===== src/rtl/lse_pkg.sv =====
// Package: shared types for the latency spike encoder.
// Assumes: nothing beyond IEEE 1800-2017 packages.
package lse_pkg;

    // Per-pixel firing phase within one period.
    typedef enum logic [1:0] {
        NS_WAIT = 2'd0,   // armed, waiting for its latency to elapse
        NS_FIRE = 2'd1,   // spike line high
        NS_DONE = 2'd2    // fired this period, silent until period reset
    } nstate_t;

endpackage


===== src/rtl/lse_timebase.sv =====
// Module: shared time base counting clock edges since period-reset release.
// Assumes: period_rst is synchronous to clk. The count saturates at its
// maximum, so it never wraps inside one long period.
module lse_timebase #(
    parameter int CW = 9
) (
    input  logic          clk,
    input  logic          rst_n,
    input  logic          period_rst,
    output logic [CW-1:0] elapsed
);
    localparam logic [CW-1:0] CMAX = '1;

    // Clear while the period reset is high; otherwise count up, saturating.
    always_ff @(posedge clk) begin
        if (!rst_n || period_rst) begin
            elapsed <= '0;
        end else if (elapsed != CMAX) begin
            elapsed <= elapsed + 1'b1;
        end
    end


    tb_clear_chk: assert property (@(posedge clk) disable iff (!rst_n)
        period_rst |=> (elapsed == '0));


    tb_step_chk: assert property (@(posedge clk) disable iff (!rst_n)
        (!period_rst && elapsed != CMAX) |=> (elapsed == $past(elapsed) + 1'b1));


    tb_sat_chk: assert property (@(posedge clk) disable iff (!rst_n)
        (!period_rst && elapsed == CMAX) |=> (elapsed == CMAX));

endmodule


===== src/rtl/lse_neuron.sv =====
// Module: one-shot latency neuron for a single pixel.
// Captures its brightness while the period reset is high, fires once when
// the shared time base reaches (max - brightness), and holds the spike for
// PULSE cycles.
// Assumes: elapsed comes from lse_timebase, is cleared by the same period
// reset and is at least one bit wider than the brightness word.
module lse_neuron
    import lse_pkg::*;
#(
    parameter int IW    = 8,
    parameter int CW    = 9,
    parameter int PULSE = 4
) (
    input  logic          clk,
    input  logic          rst_n,
    input  logic          period_rst,
    input  logic [IW-1:0] level,
    input  logic [CW-1:0] elapsed,
    output logic          spike
);
    localparam int            PW   = $clog2(PULSE + 1);
    localparam logic [IW-1:0] LMAX = '1;

    logic [IW-1:0] thr;
    logic [PW-1:0] pcnt;
    nstate_t       st;

    // Capture the delay, run the fire/pulse/done sequence once per period.
    always_ff @(posedge clk) begin
        if (!rst_n) begin
            thr  <= '0;
            pcnt <= '0;
            st   <= NS_WAIT;
        end else if (period_rst) begin
            thr  <= LMAX - level;
            pcnt <= '0;
            st   <= NS_WAIT;
        end else begin
            unique case (st)
                NS_WAIT: begin
                    if (elapsed == CW'(thr)) begin
                        st   <= NS_FIRE;
                        pcnt <= PW'(PULSE);
                    end
                end
                NS_FIRE: begin
                    if (pcnt == PW'(1)) begin
                        st   <= NS_DONE;
                        pcnt <= '0;
                    end else begin
                        pcnt <= pcnt - 1'b1;
                    end
                end
                default: st <= NS_DONE;
            endcase
        end
    end

    // Spike line is high only during the pulse phase.
    always_comb spike = (st == NS_FIRE);


    nr_prst_quiet_chk: assert property (@(posedge clk) disable iff (!rst_n)
        period_rst |=> !spike);


    nr_fire_time_chk: assert property (@(posedge clk) disable iff (!rst_n)
        $rose(spike) |-> (elapsed == CW'(thr) + 1'b1));


    nr_pulse_hold_chk: assert property (@(posedge clk) disable iff (!rst_n)
        (spike && !period_rst && pcnt != PW'(1)) |=> spike);


    nr_one_shot_chk: assert property (@(posedge clk) disable iff (!rst_n)
        (!spike && $past(spike) && !period_rst) |=> !spike);


    nr_hold_thr_chk: assert property (@(posedge clk) disable iff (!rst_n)
        !period_rst |=> (thr == $past(thr)));

endmodule


===== src/rtl/lse_encoder.sv =====
// Module: top of the one-shot latency spike encoder.
// One shared time base feeds NPIX independent one-shot neurons.
// Assumes: all inputs are synchronous to clk. Pixel i uses bits
// [i*IW +: IW] of pix_level and drives spike[i].
module lse_encoder #(
    parameter int NPIX  = 8,
    parameter int IW    = 8,
    parameter int PULSE = 4
) (
    input  logic               clk,
    input  logic               rst_n,
    input  logic               period_rst,
    input  logic [NPIX*IW-1:0] pix_level,
    output logic [NPIX-1:0]    spike
);
    localparam int CW = IW + 1;

    logic [CW-1:0] elapsed;

    // Shared time reference for all pixels.
    lse_timebase #(.CW(CW)) u_tb (
        .clk        (clk),
        .rst_n      (rst_n),
        .period_rst (period_rst),
        .elapsed    (elapsed)
    );

    // One neuron per pixel.
    for (genvar gi = 0; gi < NPIX; gi++) begin : g_pix
        lse_neuron #(.IW(IW), .CW(CW), .PULSE(PULSE)) u_nr (
            .clk        (clk),
            .rst_n      (rst_n),
            .period_rst (period_rst),
            .level      (pix_level[gi*IW +: IW]),
            .elapsed    (elapsed),
            .spike      (spike[gi])
        );
    end


    top_reset_chk: assert property (@(posedge clk)
        !rst_n |=> (spike == '0));


    top_prst_chk: assert property (@(posedge clk) disable iff (!rst_n)
        period_rst |=> (spike == '0));

endmodule


===== config.mk =====
export PLATFORM = sky130hd
export DESIGN_NAME = lse_encoder
export DESIGN_NICKNAME = d
export VERILOG_FILES = /design/src/rtl/lse_pkg.sv /design/src/rtl/lse_timebase.sv /design/src/rtl/lse_neuron.sv /design/src/rtl/lse_encoder.sv
export SDC_FILE = /design/constraint.sdc
export NUM_CORES = 1
export LEC_CHECK = 0
export CORE_UTILIZATION = 45
export CTS_BUF_LIST = sky130_fd_sc_hd__clkbuf_8
export CTS_CLUSTER_SIZE = 24
export DETAILED_ROUTE_END_ITERATION = 6
export DONT_BUFFER_PORTS = 1
export GPL_TIMING_DRIVEN = 0
export MAX_ROUTING_LAYER = met4
export PLACE_DENSITY_LB_ADDON = 0.3
export SYNTH_ARGS = -nofsm -noshare
export SYNTH_HDL_FRONTEND = slang
export SYNTH_SLANG_ARGS = --single-unit

===== constraint.sdc =====
create_clock -name clk -period 2.5 [get_ports clk]
set_input_delay 0 -clock clk [delete_from_list [all_inputs] [get_ports clk]]
set_output_delay 0 -clock clk [all_outputs]
set_load 0.005 [all_outputs]

==> results of run 1 <==
registers in the layout, indices dropped and copies added (netlist names):
register / flops
g_pix.u_nr.pcnt: 24
g_pix.u_nr.st: 16
g_pix.u_nr.thr: 64
u_tb.elapsed: 9
area by class of cell:
cell class	count	area [sq um]	area share
clock inverters	14	195	0.0289
inverters	26	97.6	0.0145
multi-input cells	405	2870	0.426
well taps	143	179	0.0265
clock buffers	18	248	0.0367
repair buffers	66	661	0.0979
plain buffers	44	228	0.0338
flip-flops and latches	113	2260	0.335
diodes	1	2.50	0.000371
what timing repair did:
| action | CTS | global route |
|---|---|---|
| resized for setup | 1 | 2 |
| hold endpoints to repair | 71 | 0 |
| setup endpoints to repair | 3 | 6 |
| hold buffers | 66 | 0 |
| pin swaps | 0 | 0 |
how the worst max path moves through the flow:
stage	start	end	cells past startpoint	slack, ns
final	u_tb.elapsed[3]	u_tb.elapsed[7]	8	0.24
after global routing	u_tb.elapsed[3]	u_tb.elapsed[7]	8	0.1
after CTS	u_tb.elapsed[5]	u_tb.elapsed[7]	8	0.004
after detailed placement	u_tb.elapsed[4]	u_tb.elapsed[7]	8	-0.04
after global placement	u_tb.elapsed[4]	u_tb.elapsed[7]	8	0.01
after floorplan	u_tb.elapsed[4]	u_tb.elapsed[3]	8	0.55
Yosys cell counts, types with 9 or more instances:
cell | instances | share of area
sky130_fd_sc_hd__a21oi_1 | 30 | 0.027
sky130_fd_sc_hd__clkbuf_1 | 28 | 0.019
sky130_fd_sc_hd__dfxtp_1 | 113 | 0.41
sky130_fd_sc_hd__ha_1 | 18 | 0.041
sky130_fd_sc_hd__inv_1 | 26 | 0.018
sky130_fd_sc_hd__mux2i_1 | 9 | 0.016
sky130_fd_sc_hd__nand2_1 | 75 | 0.052
sky130_fd_sc_hd__nand2b_1 | 15 | 0.017
sky130_fd_sc_hd__nand3_1 | 9 | 0.0082
sky130_fd_sc_hd__nand4_1 | 15 | 0.017
sky130_fd_sc_hd__nor2_1 | 26 | 0.018
sky130_fd_sc_hd__nor2b_1 | 10 | 0.011
sky130_fd_sc_hd__nor3_1 | 12 | 0.011
sky130_fd_sc_hd__o211a_1 | 64 | 0.12
sky130_fd_sc_hd__xnor2_1 | 52 | 0.083
sky130_fd_sc_hd__xor2_1 | 17 | 0.027
power breakdown:
part / internal [W] / switching [W]
registers: 0.00189 / 0.0000650
clock network: 0.00119 / 0.000748
logic: 0.000252 / 0.000247
total: 0.00333 / 0.00106
cells by family (layout without fill, tap and decap cells):
group,Yosys count,after routing
XOR/XNOR,69,69
buffers and inverters,72,168
AND/OR/NAND/NOR,188,188
other,0,1
adder cells (fa/ha/maj),18,18
flip-flops,113,113
AO/OA/AOI/OAI,121,121
multiplexers,9,9
critical path, cell delays in order, from the launching register on:
cell	delay (ns)
sky130_fd_sc_hd__dfxtp_1	0.31
sky130_fd_sc_hd__clkbuf_1	0.30
sky130_fd_sc_hd__clkbuf_4	0.35
sky130_fd_sc_hd__nand4_1	0.16
sky130_fd_sc_hd__nor2_1	0.16
sky130_fd_sc_hd__ha_1	0.33
sky130_fd_sc_hd__nand4b_1	0.24
sky130_fd_sc_hd__o21ai_0	0.11
sky130_fd_sc_hd__a21oi_1	0.22
cell usage in the layout (no fill, tap or decap), types with 12 or more instances in the layout:
cell type | synthesis | layout
sky130_fd_sc_hd__dlygate4sd3_1 | 0 | 66
sky130_fd_sc_hd__clkbuf_8 | 1 | 19
sky130_fd_sc_hd__a21oi_1 | 30 | 30
sky130_fd_sc_hd__inv_1 | 26 | 28
sky130_fd_sc_hd__o211a_1 | 64 | 64
sky130_fd_sc_hd__nor3_1 | 12 | 12
sky130_fd_sc_hd__nand4_1 | 15 | 15
sky130_fd_sc_hd__nor2_1 | 26 | 26
sky130_fd_sc_hd__nand2_1 | 75 | 75
sky130_fd_sc_hd__nand2b_1 | 15 | 15
sky130_fd_sc_hd__clkbuf_1 | 28 | 26
sky130_fd_sc_hd__xnor2_1 | 52 | 52
sky130_fd_sc_hd__xor2_1 | 17 | 17
sky130_fd_sc_hd__dfxtp_1 | 113 | 113
sky130_fd_sc_hd__ha_1 | 18 | 18
metrics by stage:
step / setup WS [ns] / std cells / util
CTS: 0.00373 / 831 / 0.581
floorplan: 0.547 / 590 / -
detailed placement: -0.0424 / 733 / 0.486
global placement: 0.0147 / 733 / 0.486
global route: 0.0974 / 830 / 0.581
finish: 0.236 / 830 / 0.581
per-layer routing:
metal	wire, um	vias to the layer above	track usage
met3	761	31	0.0578
li1	-	2231	-
met5	0	-	-
met1	6440	2241	0.294
met2	7100	130	0.418
met4	346	0	0.104
==> run summary, run 1 <==
The routed via count divided by cell count was 5.58; the count of vias placed by the detailed router was 4633. Main flop type after synthesis: sky130_fd_sc_hd__dfxtp_1. After clock tree synthesis, the clock-pin slew on the worst setup and hold paths is 0.07 ns. The worst reg-to-reg setup slack was 0.24 ns; the post-synthesis share of cell area spent on and, or, nand and nor gates was 0.175.

CTS built an H-tree with a depth of 4. Fill cells in the final layout number 1012. The clock buffer count from CTS was 17; the fraction of layout cells with a size suffix above 1 was 0.0787. The tools report the total negative slack for setup checks as 0 ns.

The run finished, with violations left. The fraction of synthesized cell area in xor and xnor cells came out at 0.111. The final-report max-slew violation count came out at 0.

Unique cell type count in the Yosys netlist: 39. The min-delay analysis places its worst path in the category input port to flip-flop. The area added between synthesis and finish is 23.5%. The main combinational cell family by area after synthesis was compound AO/OA/AOI/OAI gates. The tools report the initial antenna violation count as 1. In this run the post-CTS setup repair buffer count came out at 0. The number of nets handed over by synthesis was 675.

The final period utilization is 0.906. STA classifies the critical path startpoint as a flip-flop. The congestion estimate from routability-driven global placement came to 0.839. Setup violations remaining at the end of the flow were counted as 0. In this run the most critical hold path is launched from period_rst. The tools report the detailed-routing iteration count for the pre-antenna-repair pass as 7. The fraction of the mapped netlist area in adder cells was 0.0412; the number of hold violations in the final report was 0. For this block, the routed nets add up to 14600 um of wire.

The routed length per instance is 17.6 um, and the worst-path maximum fanout is 10. The tools report the launch instance of the worst register-to-register path as u_tb.elapsed[3]. TritonCTS built the clock tree. STA puts the critical path data arrival time at 2.63 ns. The async set or reset register ratio after synthesis came out at 0. The die outline width was 112 um.

The initial standard-cell utilization of the core was 0.470; the core area was 0.0116 sq mm. The number of nets in the layout was 758; the count of buffers inserted at the top-level ports was 0. The global routing usage summed across all routing layers is 0.252, and the number of I/O pins is 75. The logs give 0.512 for the worst-case headroom to the max-slew limit and 0.0126 sq mm for the overall die area.

The sequential fraction of the synthesis area was 0.414; the synthesized flop and latch total was 113. The number of cells on the worst reg-to-reg path works out to 8. Global routing finished with a remaining overflow of 0.

Yosys mapped a number of flops with a built-in enable equal to 0. The clock period could shrink to 2.26 ns. The finished cells cover 0.00675 sq mm. The cell count after synthesis is 590, and the total design power is 0.00440 W. For the worst-skew pair, the clock arrives at the later sink with an insertion delay of 0.45 ns. Timing would allow up to 442 MHz. The run gives 0.00564 sq mm as the post-place instance area. The final reports fail on design-rule violations.

Via count of the first global-routing pass: 4587. For this block, the initial DRC count from the detailed router was 304. Detailed placement ended at an HPWL of 9990 um. Yosys printed 0 warnings. Data on the critical path is required at its endpoint by 2.86 ns. STA classifies the critical path endpoint as a flip-flop.

The portion of netlist area occupied by mux cells is 0.0165. The floorplan has 39 rows. Between clock sinks in the finished design, the worst skew comes to 0.0106 ns. Max-cap violations in this run came to 0.

The post-synthesis average cell area was 9.26 sq um. The type of the worst setup path is flip-flop to flip-flop. In this run the vertical extent of the chip is 112 um. At the pin with the least slew margin, the transition time is 0.731 ns.

VDD sags by at most 345 uV. The clock passes through at most 2 buffers. The TritonCTS sink count is 113. The run gives 1 as the DRC violation count after routing.

The worst hold path terminates at g_pix[7].u_nr.pcnt[0]. In this run the power density over the cells is 652 mW/mm^2. The depth of the worst hold-timing path was 4; the synthesized area was 0.00546 sq mm. The cell sitting at the root of the clock tree is a sky130_fd_sc_hd__clkbuf_8. The worst hold slack across all endpoints is 0.0256 ns.

Setup repair after global routing left no endpoint under its margin. The analysis attributes to cell leakage a power of 3.05 nW. The run gives 23300 um as the first-pass GRT wire length. The capture instance of the worst register-to-register path was u_tb.elapsed[7].

The area fraction in compound gates after synthesis is 0.183, and the number of routed nets with antenna violations is 0. Entering global routing, the biggest net connects 17 pins.
Note: power is estimated with default switching activity, not from simulation.
==> inputs of run 2 (changes only) <==
Settings changed: CORE_UTILIZATION 45 to 31.
==> run summary, run 2 (synthesis gave the netlist of run 1 again) <==
The post-place instance area was 0.00574 sq mm. Setup repair after global routing left no endpoint under its margin. IR analysis of the VDD net gives a maximum drop of 349 uV. The via count of the first global-routing pass came out at 4597. Of all nets on the critical path, the largest fanout is 10.

Relative to the synthesized area, the layout overhead comes to 24.6%. The hold path endpoint is g_pix[7].u_nr.pcnt[0]. The maximum clock rate is 436 MHz, and the row count is 48. Data arrives at the worst endpoint at 2.65 ns. The pin count of the biggest net entering global routing came out at 17.

The proportion of total power due to net switching was 0.249; the final core utilization was 0.395. The tools report the number of hold violations in the final report as 0. For this design the ratio of total power to cell area is 611 mW/mm^2. The worst-case headroom to the max-slew limit came out at 0.480.

The slew at the pin with the worst max-slew slack was 0.779 ns; the TritonCTS sink count was 113. Across all register-to-register paths, the minimum setup slack is 0.21 ns. The final period utilization came out at 0.918. The clock tree root driver cell was sky130_fd_sc_hd__clkbuf_8. The detailed router finished its first iteration with 338 violations.

The H-tree was split into 4 levels. The number of nets in the layout is 758. The worst min-delay path class was input port to flip-flop.

Setup violations remaining at the end of the flow were counted as 0. Capture instance of the worst register-to-register path: u_tb.elapsed[5]. Hold timing on the final database bottoms out at a slack of 0.0401 ns.

The run gives 0 as the DRC violation count after routing. The max capacitance violation total was 0. OpenSTA, run right after detailed placement, puts the worst setup slack at -0.0814 ns. The routed via count divided by cell count was 5.00. In the final layout, the registers with the most flip-flops are g_pix.u_nr.thr x64, g_pix.u_nr.pcnt x24, g_pix.u_nr.st x16. The depth of the worst hold-timing path was 4; the final estimated routing congestion in global placement was 0.821.

Once layout is done, the placed cells without fillers occupy 0.00681 sq mm. STA classifies the critical path startpoint as a flip-flop. The fraction of layout cells with a size suffix above 1 came out at 0.0774. The flow ran to the end, and the final reports show no timing, DRC or antenna violations. The analysis attributes to net switching a power of 0.00103 W. The insertion delay to the later sink of the worst-skew pair is 0.45 ns.

The register with the most flip-flops in the final layout is g_pix.u_nr.thr. The first detailed-routing pass took 6 iterations. The routed length per instance was 16.8 um. The combinational cell fraction of total power was 0.120; the core area was 0.0172 sq mm. The count of buffers inserted at the top-level ports came out at 0.

TritonCTS built the clock tree. The tools report the global routing usage summed across all routing layers as 0.183. The first global-routing pass estimated 24200 um of wire. The setup path with the least slack is of type flip-flop to flip-flop. Post-CTS timing repair inserted 0 buffers for setup.

For this block, the via count after detailed routing is 4553. Between clock sinks in the finished design, the worst skew comes to 0.00949 ns. The worst setup path is captured at a flip-flop. The filler cells instantiated in the layout total 1702. STA puts the critical path data required time at 2.86 ns. For the part of the total power dissipated in sequential elements, the log shows 0.471. The flip-flop count of the largest register after layout came out at 64. Pin placement for this block handled 75 I/O pins. The number of cells on the worst reg-to-reg path was 7; the clock buffer count from CTS was 17.

No sink is reached through more buffers than the 2 on the longest clock path. The repair_antennas step left the layout with diodes totalling 0. Setup slack closes at 0.206 ns. The worst hold path begins at period_rst.

The count of cells in the finished layout, fillers not included, comes to 910. After global routing the overflow that remains totals 0. In this run the horizontal extent of the chip is 135 um. The top cell types in the final layout, fill and taps aside, are 113 x sky130_fd_sc_hd__dfxtp_1, 75 x sky130_fd_sc_hd__nand2_1, 66 x sky130_fd_sc_hd__dlygate4sd3_1, 64 x sky130_fd_sc_hd__o211a_1, 52 x sky130_fd_sc_hd__xnor2_1. After clock tree synthesis, the clock-pin slew on the worst setup and hold paths is 0.07 ns. For the half-perimeter wire length of the detailed placement result, the log shows 11000 um.

The most common cell after layout, fill and taps aside is sky130_fd_sc_hd__dfxtp_1. The tools report the overall die area as 0.0182 sq mm. The tools report the final-report max-slew violation count as 0.

The tools report the detailed-route wire length as 15300 um. The logs give 0 for the number of routed nets with antenna violations and 0.409 for the clock group share of total power. The vertical extent of the die was 135 um; the initial standard-cell utilization of the core was 0.317. The internal power contribution came out at 0.00312 W. The launch instance of the worst register-to-register path was u_tb.elapsed[5]. The initial antenna violation count is 0. After layout, the minimum clock period comes to 2.29 ns. Static power due to leakage: 3.04 nW.

The cell total after placement was 815.
## run 2: stage by stage
stage	power, W	setup TNS, ns
after floorplan	0.00229	0
after global placement	0.00239	-0.0512
after detailed placement	0.00241	-0.153
after CTS	0.00418	0
after global routing	0.00434	0
final	0.00416	0
## run 2: layout make-up
| cell class | instances | area (sq um) | share of cell area |
|---|---|---|---|
| Sequential cell | 113 | 2260 | 0.332 |
| Tap cell | 225 | 282 | 0.0414 |
| Clock inverter | 6 | 52.6 | 0.00772 |
| Clock buffer | 25 | 344 | 0.0506 |
| Timing Repair Buffer | 66 | 661 | 0.0971 |
| Buffer | 44 | 234 | 0.0344 |
| Inverter | 26 | 97.6 | 0.0143 |
| Multi-Input combinational cell | 405 | 2870 | 0.422 |
## run 2: critical path: stages (launching register included)
cell and delay (ns):
sky130_fd_sc_hd__dfxtp_1 0.34, sky130_fd_sc_hd__clkdlybuf4s15_2 0.40, sky130_fd_sc_hd__nand4_1 0.22, sky130_fd_sc_hd__nor2_1 0.07, sky130_fd_sc_hd__ha_1 0.28, sky130_fd_sc_hd__nand4b_1 0.32, sky130_fd_sc_hd__or3_1 0.37, sky130_fd_sc_hd__a21oi_1 0.21
## run 2: worst max path at each step
stage	startpoint	endpoint	slack, ns
floorplan	u_tb.elapsed[4]	u_tb.elapsed[3]	0.55
global placement	u_tb.elapsed[4]	u_tb.elapsed[5]	-0.05
detailed placement	u_tb.elapsed[4]	u_tb.elapsed[5]	-0.08
CTS	u_tb.elapsed[3]	u_tb.elapsed[5]	0.07
global route	u_tb.elapsed[3]	u_tb.elapsed[5]	0.01
finish	u_tb.elapsed[5]	u_tb.elapsed[5]	0.21
## run 2: layer usage
metal  vias up  part of all wire  global-route usage
met2       146              0.48               0.292
met1      2151              0.43               0.219
met3        27             0.064              0.0435
met4         0             0.024              0.0774
li1       2229                 -                   -
met5         -                 0                   -
## run 2: repair_timing
| action | CTS | global route |
|---|---|---|
| gates resized for setup | 3 | 1 |
| setup endpoints to repair | 3 | 4 |
| hold buffers | 66 | 0 |
| cloned | 0 | 0 |
| endpoints found under the hold margin | 71 | 0 |
## run 2: power groups by stage
stage	clock, W	combinational, W	sequential, W
after floorplan	0	0.000317	0.00198
after global placement	0	0.000401	0.00199
after detailed placement	0	0.000412	0.00200
after CTS	0.00173	0.000501	0.00196
after global routing	0.00182	0.000549	0.00197
final	0.00170	0.000499	0.00196
==> inputs of run 3 (changes only) <==
Clock period 2.5 ns to 2.7 ns, I/O delays scaled along.
==> run summary, run 3 (synthesis gave the netlist of run 1 again) <==
The final-report max-slew violation count is 0. The final critical-path required period was 2.44 ns. The die outline width works out to 135 um. Post-CTS timing repair inserted 0 buffers for setup.

The overall die area was 0.0182 sq mm. Once detail routing completed, the nets flagged for antenna violations numbered 0. The run gives 0.408 as the clock group share of total power.

The library cells used most frequently in the layout, excluding fill and tap cells, are 113 x sky130_fd_sc_hd__dfxtp_1, 75 x sky130_fd_sc_hd__nand2_1, 66 x sky130_fd_sc_hd__dlygate4sd3_1, 64 x sky130_fd_sc_hd__o211a_1, 52 x sky130_fd_sc_hd__xnor2_1. The tools report the via count of the first global-routing pass as 4601. TritonCTS built the clock tree. The clock arrives with 0.00969 ns of skew. Endpoint class of the critical path: a flip-flop. The area added between synthesis and finish is 24.5%, and the combinational cell fraction of total power is 0.120. The tool flagged a number of max-cap violations equal to 0. The insertion delay to the later sink of the worst-skew pair came out at 0.44 ns.

The vertical extent of the die is 135 um, and the internal power contribution is 0.00289 W. The logs give 17 for the pin count of the biggest net entering global routing and 0 for the number of hold violations in the final report. The run gives 0.000952 W as the net switching power. The number of nets in the layout was 759; the final estimated routing congestion in global placement was 0.821. In this run the number of H-tree levels came out at 4.

For the final routed database, the setup TNS stands at 0 ns. The register with the most flip-flops in the layout has 64 of them. Summed over all layers, the global routing overflow is 0.

The run finished with clean final reports. STA puts the critical path data arrival time at 2.79 ns. The final period utilization is 0.904.

The deepest clock path buffer count is 2. IR analysis of the VDD net gives a maximum drop of 322 uV. The half-perimeter wire length of the detailed placement result is 11000 um, and the clock buffer count from CTS is 17. Setup repair after global routing left no endpoint under its margin. The run gives 0.480 as the worst-case headroom to the max-slew limit. The library cell used most frequently in the layout, excluding fill and tap cells, is sky130_fd_sc_hd__dfxtp_1. Port buffering added 0 buffers. Power spread over the standard cell area amounts to 565 mW/mm^2. In the routed design, unresolved DRC markers number 0. g_pix.u_nr.thr holds more flip-flops than any other register. For the global routing usage summed across all routing layers, the log shows 0.183. For this block, the initial DRC count from the detailed router was 297. The layout has 1702 filler cells.

The first-pass GRT wire length was 24300 um; the worst-path maximum fanout was 10. The run gives 4599 as the count of vias placed by the detailed router. The fraction of layout cells with a size suffix above 1 is 0.0773. The run gives 0.471 as the part of the total power dissipated in sequential elements. The run gives 3.04 nW as the static power due to leakage. 0 antenna diodes ended up in the layout.

The run gives 0 as the initial antenna violation count. For the total design power, the log shows 0.00384 W. Type of the worst setup path: flip-flop to flip-flop. The clock input transition at the sequential cells of the worst setup and hold paths works out to 0.07 ns. At the worst endpoint, the required time is 3.05 ns. For the maximum clock rate, the log shows 410 MHz.

The routed length per instance is 16.8 um. The initial standard-cell utilization of the core came out at 0.317. STA classifies the critical path startpoint as a flip-flop. The number of non-filler instances in the completed layout came out at 911.

Summed over all layers, the routed wires come to 15300 um. The tools report the number of I/O pins as 75. The largest registers in the layout are g_pix.u_nr.thr x64, g_pix.u_nr.pcnt x24, g_pix.u_nr.st x16. CTS saw 113 sinks. The floorplan step defined a core boundary enclosing 0.0172 sq mm.

The worst min-delay path class is input port to flip-flop. The final number of setup-violating endpoints is 0. After detailed routing, the number of vias per cell comes to 5.05. The run gives 815 as the cell total after placement. The clock tree root driver cell was sky130_fd_sc_hd__clkbuf_8. For the pin with the worst max-slew slack, the measured transition is 0.780 ns. The row count was 48. The first TritonRoute pass finished after 6 iterations. The worst reg-to-reg setup slack was 0.26 ns; the proportion of total power due to net switching was 0.248.
## run 3: worst max-delay path, stage by stage, from the launching register on
cell                       delay [ns]
sky130_fd_sc_hd__dfxtp_1         0.31
sky130_fd_sc_hd__clkbuf_1        0.28
sky130_fd_sc_hd__buf_2           0.38
sky130_fd_sc_hd__nand4_1         0.18
sky130_fd_sc_hd__nor2_1          0.16
sky130_fd_sc_hd__ha_1            0.15
sky130_fd_sc_hd__clkbuf_1        0.30
sky130_fd_sc_hd__nand4b_1        0.26
sky130_fd_sc_hd__o21ai_0         0.11
sky130_fd_sc_hd__a21oi_1         0.21
## run 3: repair_timing
item | in CTS | in global routing
gates resized for setup | 0 | 4
setup endpoints to repair | 0 | 4
hold endpoints to repair | 71 | 0
hold buffers | 66 | 0
## run 3: area by class of cell
| type | count | area (sq um) | area share |
|---|---|---|---|
| plain buffers | 45 | 229 | 0.0337 |
| well taps | 225 | 282 | 0.0414 |
| multi-input cells | 405 | 2870 | 0.422 |
| flip-flops and latches | 113 | 2260 | 0.333 |
| clock buffers | 25 | 344 | 0.0506 |
| clock inverters | 6 | 52.6 | 0.00773 |
| inverters | 26 | 97.6 | 0.0144 |
| repair buffers | 66 | 661 | 0.0971 |
## run 3: final timing paths
kind,start,to,cells after the start
setup / recovery,u_tb.elapsed[3],u_tb.elapsed[5],9
hold / removal,period_rst,g_pix[7].u_nr.pcnt[0],4
setup reg to reg,u_tb.elapsed[3],u_tb.elapsed[5],9
hold reg to reg,g_pix[3].u_nr.st[1],g_pix[3].u_nr.st[1],2
## run 3: metrics by stage
stage                     cell area, sq um  hold WS (ns)  setup WS (ns)  utilization
after floorplan                       5460         0.175          0.747            -
after global placement                5740         0.178          0.149        0.333
after detailed placement              5740         0.181          0.119        0.333
after CTS                             6800        0.0150         0.0832        0.395
after global routing                  6800        0.0701         0.0109        0.395
final                                 6800        0.0537          0.260        0.395
## run 3: power by group through the flow
stage	Combinational [W]	Clock, W	Sequential, W
after global placement	0.000371	0	0.00184
after CTS	0.000464	0.00160	0.00181
after detailed placement	0.000382	0	0.00185
final	0.000462	0.00157	0.00181
after global routing	0.000508	0.00169	0.00182
after floorplan	0.000293	0	0.00183
## run 3: metal layers
metal  up-vias  routed length, um  GRT usage
met5         -                  0          -
met4         0                393     0.0774
met3        34               1010     0.0435
met2       160               7290      0.293
met1      2177               6590      0.219
li1       2228                  -          -
